[config.mk]
export PLATFORM = sky130hd
export DESIGN_NAME = rng_ctrl
export DESIGN_NICKNAME = d
export VERILOG_FILES = /design/src/rtl/rng_ctrl_pkg.sv /design/src/rtl/rng_ctrl_dp.sv /design/src/rtl/rng_ctrl_ctl.sv /design/src/rtl/rng_ctrl.sv
export SDC_FILE = /design/constraint.sdc
export NUM_CORES = 1
export LEC_CHECK = 0
export BUFFER_PORTS_ARGS = -buffer_cell sky130_fd_sc_hd__buf_2
export CAP_MARGIN = 20
export CORE_ASPECT_RATIO = 0.9
export CORE_MARGIN = 3
export CORE_UTILIZATION = 60
export DETAILED_ROUTE_END_ITERATION = 16
export PLACE_DENSITY = 0.8
export SETUP_SLACK_MARGIN = 0.2
export SYNTH_ARGS = -nofsm -noshare
export SYNTH_HDL_FRONTEND = slang
export SYNTH_HIERARCHICAL = 1
export SYNTH_SLANG_ARGS = --single-unit
[constraint.sdc]
create_clock -name clk -period 3.9 [get_ports clk]
set_clock_uncertainty 0.2 [all_clocks]
set_input_delay 0.39 -clock clk [delete_from_list [all_inputs] [get_ports clk]]
set_output_delay 0.39 -clock clk [all_outputs]
set_load 0.02 [all_outputs]
[src/rtl/rng_ctrl_pkg.sv]
package rng_ctrl_pkg;
  localparam int WORD_W = 32;

  localparam int OFS_CMD    = 'h04;
  localparam int OFS_CTRL   = 'h08;
  localparam int OFS_STATUS = 'h0C;
  localparam int OFS_ERR    = 'h10;
  localparam int OFS_FIFO   = 'h14;

  localparam int CMD_TEST   = 0;
  localparam int CMD_SEED   = 1;
  localparam int CMD_CLRINT = 4;
  localparam int CMD_CLRERR = 5;
  localparam int CTRL_MDONE = 5;
  localparam int CTRL_MERR  = 6;
  localparam int ST_TDONE   = 4;
  localparam int ST_SDONE   = 5;
  localparam int ST_LVL     = 8;
  localparam int ST_ERR     = 16;
  localparam int ERR_STAT   = 3;

  typedef struct packed {
    logic flush;
    logic loadSeed;
    logic pop;
  } dpStrobe_t;

  function automatic logic [WORD_W-1:0] xorshiftNext(input logic [WORD_W-1:0] x);
    logic [WORD_W-1:0] t;
    t = x ^ (x << 13);
    t = t ^ (t >> 17);
    t = t ^ (t << 5);
    return t;
  endfunction
endpackage

[src/rtl/rng_ctrl_dp.sv]
module rng_ctrl_dp
  import rng_ctrl_pkg::*;
#(
  parameter int DEPTH = 16,
  parameter logic [31:0] SEED_INIT = 32'h2545F491,
  localparam int PTR_W = (DEPTH > 1) ? $clog2(DEPTH) : 1,
  localparam int LVL_W = $clog2(DEPTH + 1)
) (
  input  logic              clk,
  input  logic              rstN,
  input  dpStrobe_t         stb,
  output logic [LVL_W-1:0]  level,
  output logic [WORD_W-1:0] headWord
);
  logic [WORD_W-1:0] fifoMem [DEPTH];
  logic [PTR_W-1:0]  wrPtr, rdPtr;
  logic [WORD_W-1:0] genState;
  logic              fillEn;
  logic              doPush, doPop;

  assign doPush   = fillEn && (level < LVL_W'(DEPTH));
  assign doPop    = stb.pop && (level != '0);
  assign headWord = fifoMem[rdPtr];

  function automatic logic [PTR_W-1:0] ptrInc(input logic [PTR_W-1:0] p);
    return (p == PTR_W'(DEPTH - 1)) ? '0 : p + 1'b1;
  endfunction

  always_ff @(posedge clk) begin
    if (doPush) fifoMem[wrPtr] <= genState;
  end

  always_ff @(posedge clk or negedge rstN) begin
    if (!rstN) begin
      wrPtr    <= '0;
      rdPtr    <= '0;
      level    <= '0;
      fillEn   <= 1'b0;
      genState <= SEED_INIT;
    end else if (stb.flush) begin
      wrPtr  <= '0;
      rdPtr  <= '0;
      level  <= '0;
      fillEn <= 1'b0;
    end else begin
      if (stb.loadSeed) begin
        fillEn   <= 1'b1;
        genState <= SEED_INIT;
      end else if (doPush) begin
        genState <= xorshiftNext(genState);
      end
      if (doPush) wrPtr <= ptrInc(wrPtr);
      if (doPop)  rdPtr <= ptrInc(rdPtr);
      case ({doPush, doPop})
        2'b10:   level <= level + 1'b1;
        2'b01:   level <= level - 1'b1;
        default: level <= level;
      endcase
    end
  end
endmodule

[src/rtl/rng_ctrl_ctl.sv]
module rng_ctrl_ctl
  import rng_ctrl_pkg::*;
#(
  parameter int ADDR_W          = 8,
  parameter int SEED_CYCLES     = 64,
  parameter int TEST_CYCLES     = 16,
  parameter bit FAIL_FIRST_SEED = 1'b1,
  parameter int LVL_W           = 5,
  localparam int MAX_CYC = (SEED_CYCLES > TEST_CYCLES) ? SEED_CYCLES : TEST_CYCLES,
  localparam int CNT_W   = $clog2(MAX_CYC + 1)
) (
  input  logic              clk,
  input  logic              rstN,
  input  logic              busWrEn,
  input  logic              busRdEn,
  input  logic [ADDR_W-1:0] busAddr,
  input  logic [WORD_W-1:0] busWrData,
  output logic [WORD_W-1:0] busRdData,
  input  logic [LVL_W-1:0]  level,
  input  logic [WORD_W-1:0] headWord,
  output dpStrobe_t         stb,
  output logic              irq,
  output logic              busy,
  output logic              errPresent,
  output logic              doneAny,
  output logic              maskDone,
  output logic              maskErr
);
  typedef enum logic [1:0] {OP_IDLE, OP_SEED, OP_TEST} op_e;

  op_e              opState;
  logic [CNT_W-1:0] cycCnt;
  logic             testDone, seedDone, statErr, failNext;
  logic             cmdWr, ctrlWr, startTest, startSeed, finish, clrInt, clrErr;

  assign cmdWr     = busWrEn && (busAddr == ADDR_W'(OFS_CMD));
  assign ctrlWr    = busWrEn && (busAddr == ADDR_W'(OFS_CTRL));
  assign busy      = (opState != OP_IDLE);
  assign startTest = cmdWr && !busy && busWrData[CMD_TEST];
  assign startSeed = cmdWr && !busy && busWrData[CMD_SEED] && !busWrData[CMD_TEST];
  assign finish    = busy && (cycCnt == '0);
  assign clrErr    = cmdWr && busWrData[CMD_CLRERR];
  assign clrInt    = cmdWr && busWrData[CMD_CLRINT] && !statErr;

  assign stb.flush    = startSeed;
  assign stb.loadSeed = finish && (opState == OP_SEED) && !failNext;
  assign stb.pop      = busRdEn && (busAddr == ADDR_W'(OFS_FIFO));

  assign doneAny    = testDone || seedDone;
  assign errPresent = statErr;
  assign irq        = (doneAny && !maskDone) || (statErr && !maskErr);

  always_ff @(posedge clk or negedge rstN) begin
    if (!rstN) begin
      opState  <= OP_IDLE;
      cycCnt   <= '0;
      testDone <= 1'b0;
      seedDone <= 1'b0;
      statErr  <= 1'b0;
      failNext <= FAIL_FIRST_SEED;
      maskDone <= 1'b1;
      maskErr  <= 1'b1;
    end else begin
      if (ctrlWr) begin
        maskDone <= busWrData[CTRL_MDONE];
        maskErr  <= busWrData[CTRL_MERR];
      end
      if (clrErr) begin
        statErr  <= 1'b0;
        testDone <= 1'b0;
        seedDone <= 1'b0;
      end else if (clrInt) begin
        testDone <= 1'b0;
        seedDone <= 1'b0;
      end
      if (startTest) begin
        opState  <= OP_TEST;
        cycCnt   <= CNT_W'(TEST_CYCLES - 1);
        testDone <= 1'b0;
      end else if (startSeed) begin
        opState  <= OP_SEED;
        cycCnt   <= CNT_W'(SEED_CYCLES - 1);
        seedDone <= 1'b0;
      end else if (finish) begin
        opState <= OP_IDLE;
        if (opState == OP_TEST) begin
          testDone <= 1'b1;
        end else begin
          seedDone <= 1'b1;
          if (failNext) begin
            statErr  <= 1'b1;
            failNext <= 1'b0;
          end
        end
      end else if (busy) begin
        cycCnt <= cycCnt - 1'b1;
      end
    end
  end

  always_comb begin
    busRdData = '0;
    if (busRdEn) begin
      case (busAddr)
        ADDR_W'(OFS_CTRL): begin
          busRdData[CTRL_MDONE] = maskDone;
          busRdData[CTRL_MERR]  = maskErr;
        end
        ADDR_W'(OFS_STATUS): begin
          busRdData[ST_TDONE]         = testDone;
          busRdData[ST_SDONE]         = seedDone;
          busRdData[ST_LVL +: LVL_W]  = level;
          busRdData[ST_ERR]           = statErr;
        end
        ADDR_W'(OFS_ERR):  busRdData[ERR_STAT] = statErr;
        ADDR_W'(OFS_FIFO): busRdData = (level != '0) ? headWord : '0;
        default:           busRdData = '0;
      endcase
    end
  end
endmodule

[src/rtl/rng_ctrl.sv]
module rng_ctrl
  import rng_ctrl_pkg::*;
#(
  parameter int ADDR_W          = 8,
  parameter int DEPTH           = 16,
  parameter int SEED_CYCLES     = 64,
  parameter int TEST_CYCLES     = 16,
  parameter bit FAIL_FIRST_SEED = 1'b1,
  parameter logic [31:0] SEED_INIT = 32'h2545F491,
  localparam int LVL_W = $clog2(DEPTH + 1)
) (
  input  logic              clk,
  input  logic              rstN,
  input  logic              busWrEn,
  input  logic              busRdEn,
  input  logic [ADDR_W-1:0] busAddr,
  input  logic [31:0]       busWrData,
  output logic [31:0]       busRdData,
  output logic              irq
);
  dpStrobe_t        stb;
  logic [LVL_W-1:0] level;
  logic [31:0]      headWord;
  logic             busy, errPresent, doneAny, maskDone, maskErr;

  rng_ctrl_ctl #(
    .ADDR_W(ADDR_W), .SEED_CYCLES(SEED_CYCLES), .TEST_CYCLES(TEST_CYCLES),
    .FAIL_FIRST_SEED(FAIL_FIRST_SEED), .LVL_W(LVL_W)
  ) u_ctl (
    .clk(clk), .rstN(rstN), .busWrEn(busWrEn), .busRdEn(busRdEn),
    .busAddr(busAddr), .busWrData(busWrData), .busRdData(busRdData),
    .level(level), .headWord(headWord), .stb(stb), .irq(irq), .busy(busy),
    .errPresent(errPresent), .doneAny(doneAny), .maskDone(maskDone), .maskErr(maskErr)
  );

  rng_ctrl_dp #(.DEPTH(DEPTH), .SEED_INIT(SEED_INIT)) u_dp (
    .clk(clk), .rstN(rstN), .stb(stb), .level(level), .headWord(headWord)
  );
endmodule

After elaboration in Yosys (flattened, before gate mapping) --
Memories as Yosys holds them, arrays and structs flattened. Index checks and enable logic that the tools add are counted.
Cells by class: bitwise gates (word level) 6, equality and inequality tests 12, $mul 0, shifts and indexed selects 0, multiplexer cells 51, divide/modulo/power cells 0, reductions and logical operators 38, add/subtract/negate cells 5, $lt $le $gt $ge 1
Operators with widths (count):
- $mux 32 | 4
- $xor 32x32->32 | 2
- $xor 32x15->32 | 1
- $mux 7 | 4
- $mux 4 | 6
- $mux 1 | 23
- $pmux 5 s2 | 2
- $logic_and 1x1->1 | 17
- $eq 8x4->1 const B | 2
- $eq 8x5->1 const B | 2
- $mux 15 | 1
- $reduce_bool 2->1 | 5
- $reduce_bool 3->1 | 3
- $add 4x1->4 const B | 2
- $eq 4x4->1 const B | 2
- $eq 8x3->1 const B | 1
- $pmux 1 s2 | 4
- $logic_not 7->1 | 1
- $sub 7x1->7 const B | 1
- $logic_not 1->1 | 6
- $mux 2 | 3
- $mux 3 | 2
- $add 5x1->5 const B | 1
- $lt 5x5->1 const B | 1
- other kinds (11) | 17
Word-level totals: input port bits 44, word-level logic and storage cells 127, bits in latches 0, memories 1, bits in registers 61, output and inout port bits 33, RAM bits 512, ROM bits 0
Memory list:
- u_dp.fifoMem | depth 16, bits a word 32, read ports 1, clocked after memory_dff 0, write ports 1, RTL line rng_ctrl_dp.sv:15 | logic [WORD_W-1:0] fifoMem [DEPTH];

Logic depth before layout (Yosys ltp) --
depth in word-level cells 10, mapped depth 12, depth with buffers taken out 9

Hierarchy --
Netlist, hierarchy kept.
Modules (own cells, without submodules):
- rng_ctrl_dp | instances 1, cells each 1025, area each 22099.9 um^2, sequential area each 16543.4 um^2
- rng_ctrl_ctl | instances 1, cells each 132, area each 1194.9 um^2, sequential area each 379.1 um^2

Worst setup path before layout --
No wires, ideal clock.
path type in2reg, from in busAddr[0], to reg u_dp.level[2], buffers on the path 0, data arrival time 2.723 ns, setup slack 0.845 ns, library setup time 0.132 ns, required time 3.568 ns, stages on the path 9, path through or4_4 > nor4_1 > o211a_1 > xor2_1 > ha_1 > or3_1 > mux2i_1 > xnor2_1 > nor2_1
RTL lines:
- start: declaration | RTL line rng_ctrl.sv:16 | input logic [ADDR_W-1:0] busAddr,
- end signal: assignment | RTL line rng_ctrl_dp.sv:55 | 2'b10: level <= level + 1'b1;
- end signal: assignment | RTL line rng_ctrl_dp.sv:56 | 2'b01: level <= level - 1'b1;
- end signal: assignment | RTL line rng_ctrl_dp.sv:57 | default: level <= level;
- end: declaration | RTL line rng_ctrl_dp.sv:12 | output logic [LVL_W-1:0] level,

Worst setup path after layout --
from reg u_dp.rdPtr[0], to out busRdData[30]
On the way: longest elaborated chain between the ends 4
Ends and longest elaborated chain:
- start: declaration | RTL line rng_ctrl_dp.sv:16 | logic [PTR_W-1:0] wrPtr, rdPtr;
- start signal: assignment | RTL line rng_ctrl_dp.sv:53 | if (doPop) rdPtr <= ptrInc(rdPtr);
- $mem_v2 16x32
- net headWord[30] | RTL line rng_ctrl.sv:23 | logic [31:0] headWord;
- $mux 32 | RTL line rng_ctrl_ctl.sv:116 | ADDR_W'(OFS_FIFO): busRdData = (level != '0) ? headWord : '0;
- $mux 15 | RTL line rng_ctrl_ctl.sv:104 | case (busAddr)
- $mux 32 | RTL line rng_ctrl_ctl.sv:103 | if (busRdEn) begin
- end: declaration | RTL line rng_ctrl.sv:18 | output logic [31:0] busRdData,
The timed path passes the listed nets, and every way through them passes these cells.

==> impl_metrics.yaml <==
drt:
  drt_iter0_markers: 1466
  routedWlPerCell_um: 27.8
  num_vias: 11800
  drc: 0
  routed_wl_um: 50300
  routed_via_density: 6.53
  drtAntennaViolNets: 0
  drtPass1Iterations: 5
place:
  gp_congestion: 0.823
  place.port_buffers: 49
  placed_area_sq_mm: 0.0245
  dp_hpwl_um: 28100
  dp_cells: 1701
sta:
  setup-tns-final_ns: 0
  layout_worst_path_cycle_share_pct: 91.5
  hold_viol: 0
  report.final.slew_viol_count: 0
  rsz0062_at_grt: "false"
  finalSetupViolations: 0
  max_slew_margin_pct: 29.5
  fmax_ghz: 0.280
  worst_pin_slew_ns: 1.06
  finalCriticalPeriod_ns: 3.57
clocking:
  clkTransAtPathRegs_ns: 0.06
  cts_sinks: 573
  htreeDepth: 2
  cts_tree: "done"
  clock_latency_ns: 0.60
  clk_path_buf_depth: 3
  cts_root_buf: "clkbuf_16"
  cts_made_buffers: 54
critical_path:
  critical_path_buf_inv_count: 3
  cp_top_family: "multiplexers"
  reg2reg_slack_ns: 1.07
  crit_path_end: "busRdData[30]"
  startpoint: "u_dp/rdPtr[0]$_DFFE_PN0P_"
  crit_required_ns: 3.31
  regToRegEndpoint: "u_dp/level[2]$_DFFE_PN0P_"
  path_max_fanout: 23
  reg2reg_from: "u_dp/level[0]$_DFFE_PN0P_"
  critPathSlowestCell: "mux4_2"
  cp.arrival_ns: 2.98
  worstSetupPathType: "reg2out"
  crit_chain: "buf_12 > buf_12 > mux4_2 > mux4_2 > and3_2 > buf_2"
  r2r_cells: 8
  slowest_delay_ns: 0.53
  cp-start-kind: "flip-flop"
  critical_path_depth: 6
  cp-end-kind: "output port"
global_route:
  grt-ovfl-total: 0
  grt_usage_pct: 25.3
  grt_max_degree: 38
  antenna_found_initial: 0
  grt_pass1_wl_um: 75300
  grt_pass1_vias: 12000
yosys:
  netlist_area_sq_mm: 0.0233
  avgSynthCellArea_sq_um: 20.1
  postSynthCellCount: 1156
  ys_warn_count: 6
  synthesis.nets: 1208
floorplan:
  dieArea_sq_mm: 0.0412
  row_count: 67
  die_h_um: 193
  top_level_ports: 77
  start_util_pct: 61.6
  coreArea_sq_mm: 0.0378
  die_x_um: 214
finish:
  antenna_cells: 0
  final_cells: 1808
  drive_gt1_share_pct: 31.0
  multi_input_area_sq_mm: 0.00602
  nFillCells: 2216
  design_area_sq_mm: 0.0263
  area_delta_synth_final_pct: 13.1
  final_nets: 1299
  seqCellArea_sq_mm: 0.0169
power_and_ir_drop:
  peakVddDrop_v: 0.000484
  p_leak_nw: 8.67
  powerDensity_mw_per_mm2: 638
min_path:
  hp-class: "in2reg"
run:
  drv_cap: 0
run_status:
  status: "finished, final reports clean"
==> cell type report <==
class                           count  share of cell area (%)
Multi-Input combinational cell    509                    22.9
Inverter                           11                   0.157
Sequential cell                   573                    64.3
Timing Repair Buffer               98                    3.36
Tap cell                          517                    2.46
Clock inverter                     34                    1.49
Clock buffer                       66                    5.41
==> state kept, by name, summed over array words and instances (netlist names) <==
register and flops:
u_dp/level 5, u_dp/genState 32, u_dp/wrPtr 4, u_ctl/errPresent 1, u_ctl/testDone 1, u_ctl/maskDone 1
u_ctl/cycCnt 7, u_dp/fillEn 1, u_dp/fifoMem 512, u_dp/rdPtr 4, u_ctl/maskErr 1, u_ctl/opState 2
u_ctl/failNext 1, u_ctl/seedDone 1
==> report_power, final <==
group / internal, W / switching, W
registers: 0.00793 / 0.00111
logic: 0.00118 / 0.00131
clock network: 0.00308 / 0.00221
total: 0.0122 / 0.00463
==> worst register-to-register path: cells and delay by family, from the launching register on <==
family	cells	cell delay [ns]
AO/OA/AOI/OAI	1	0.27
AND/OR/NAND/NOR	3	1.01
XOR/XNOR	2	0.32
flip-flops	1	0.47
multiplexers	1	0.20
adder cells (fa/ha/maj)	1	0.25
==> per-layer routing <==
layer | GRT usage (%) | part of all wire (%) | up-vias
met2 | 39.5 | 48 | 613
li1 | - | - | 4902
met1 | 36.3 | 39 | 6164
met4 | 9.05 | 3.2 | 0
met3 | 5.46 | 9.6 | 124
met5 | 0 | 0 | -
==> timing repair <==
item,4_1_cts,5_1_grt
setup buffers,2,1
gates resized for setup,1,0
hold buffers,4,0
endpoints found under the hold margin,26,0
endpoints found under the setup margin,6,7
==> layout by cell type (no fill, tap or decap), types with 16 or more instances in the layout <==
cell type,count
edfxtp_1,512
mux4_2,160
clkbuf_16,54
buf_2,49
nor2_1,41
dfrtp_1,40
nand2_1,38
xnor2_1,36
a21oi_1,25
buf_4,23
and3_1,23
xor2_1,23
buf_12,20
o21ai_1,19
dfstp_2,17
and2_2,16
==> worst min path at each step <==
stage                 start  slack (ns)                          end  cells after the start
3_5_place_dp           rstN        0.24    u_dp/level[3]$_DFFE_PN0P_                      1
2_1_floorplan          rstN       -0.11  u_ctl/cycCnt[0]$_DFFE_PN0P_                      0
6_report       busWrData[4]        0.05     u_ctl/seedDone$_DFF_PN0_                      4
4_1_cts        busWrData[4]        0.03     u_ctl/seedDone$_DFF_PN0_                      4
5_1_grt        busWrData[4]        0.06     u_ctl/seedDone$_DFF_PN0_                      4
3_3_place_gp           rstN        0.24    u_dp/level[2]$_DFFE_PN0P_                      1
==> metrics by stage <==
stage                     total power, W  setup WS (ns)  hold WS (ns)  utilization [%]
after floorplan                   0.0107          0.845        -0.106                -
after global placement            0.0114          0.776         0.242             64.7
after detailed placement          0.0116          0.767         0.243             64.7
after CTS                         0.0169          0.209        0.0271             69.6
after global routing              0.0175          0.206        0.0635             69.7
final                             0.0168          0.331        0.0525             69.7
Power figures use the tool's default switching activity.
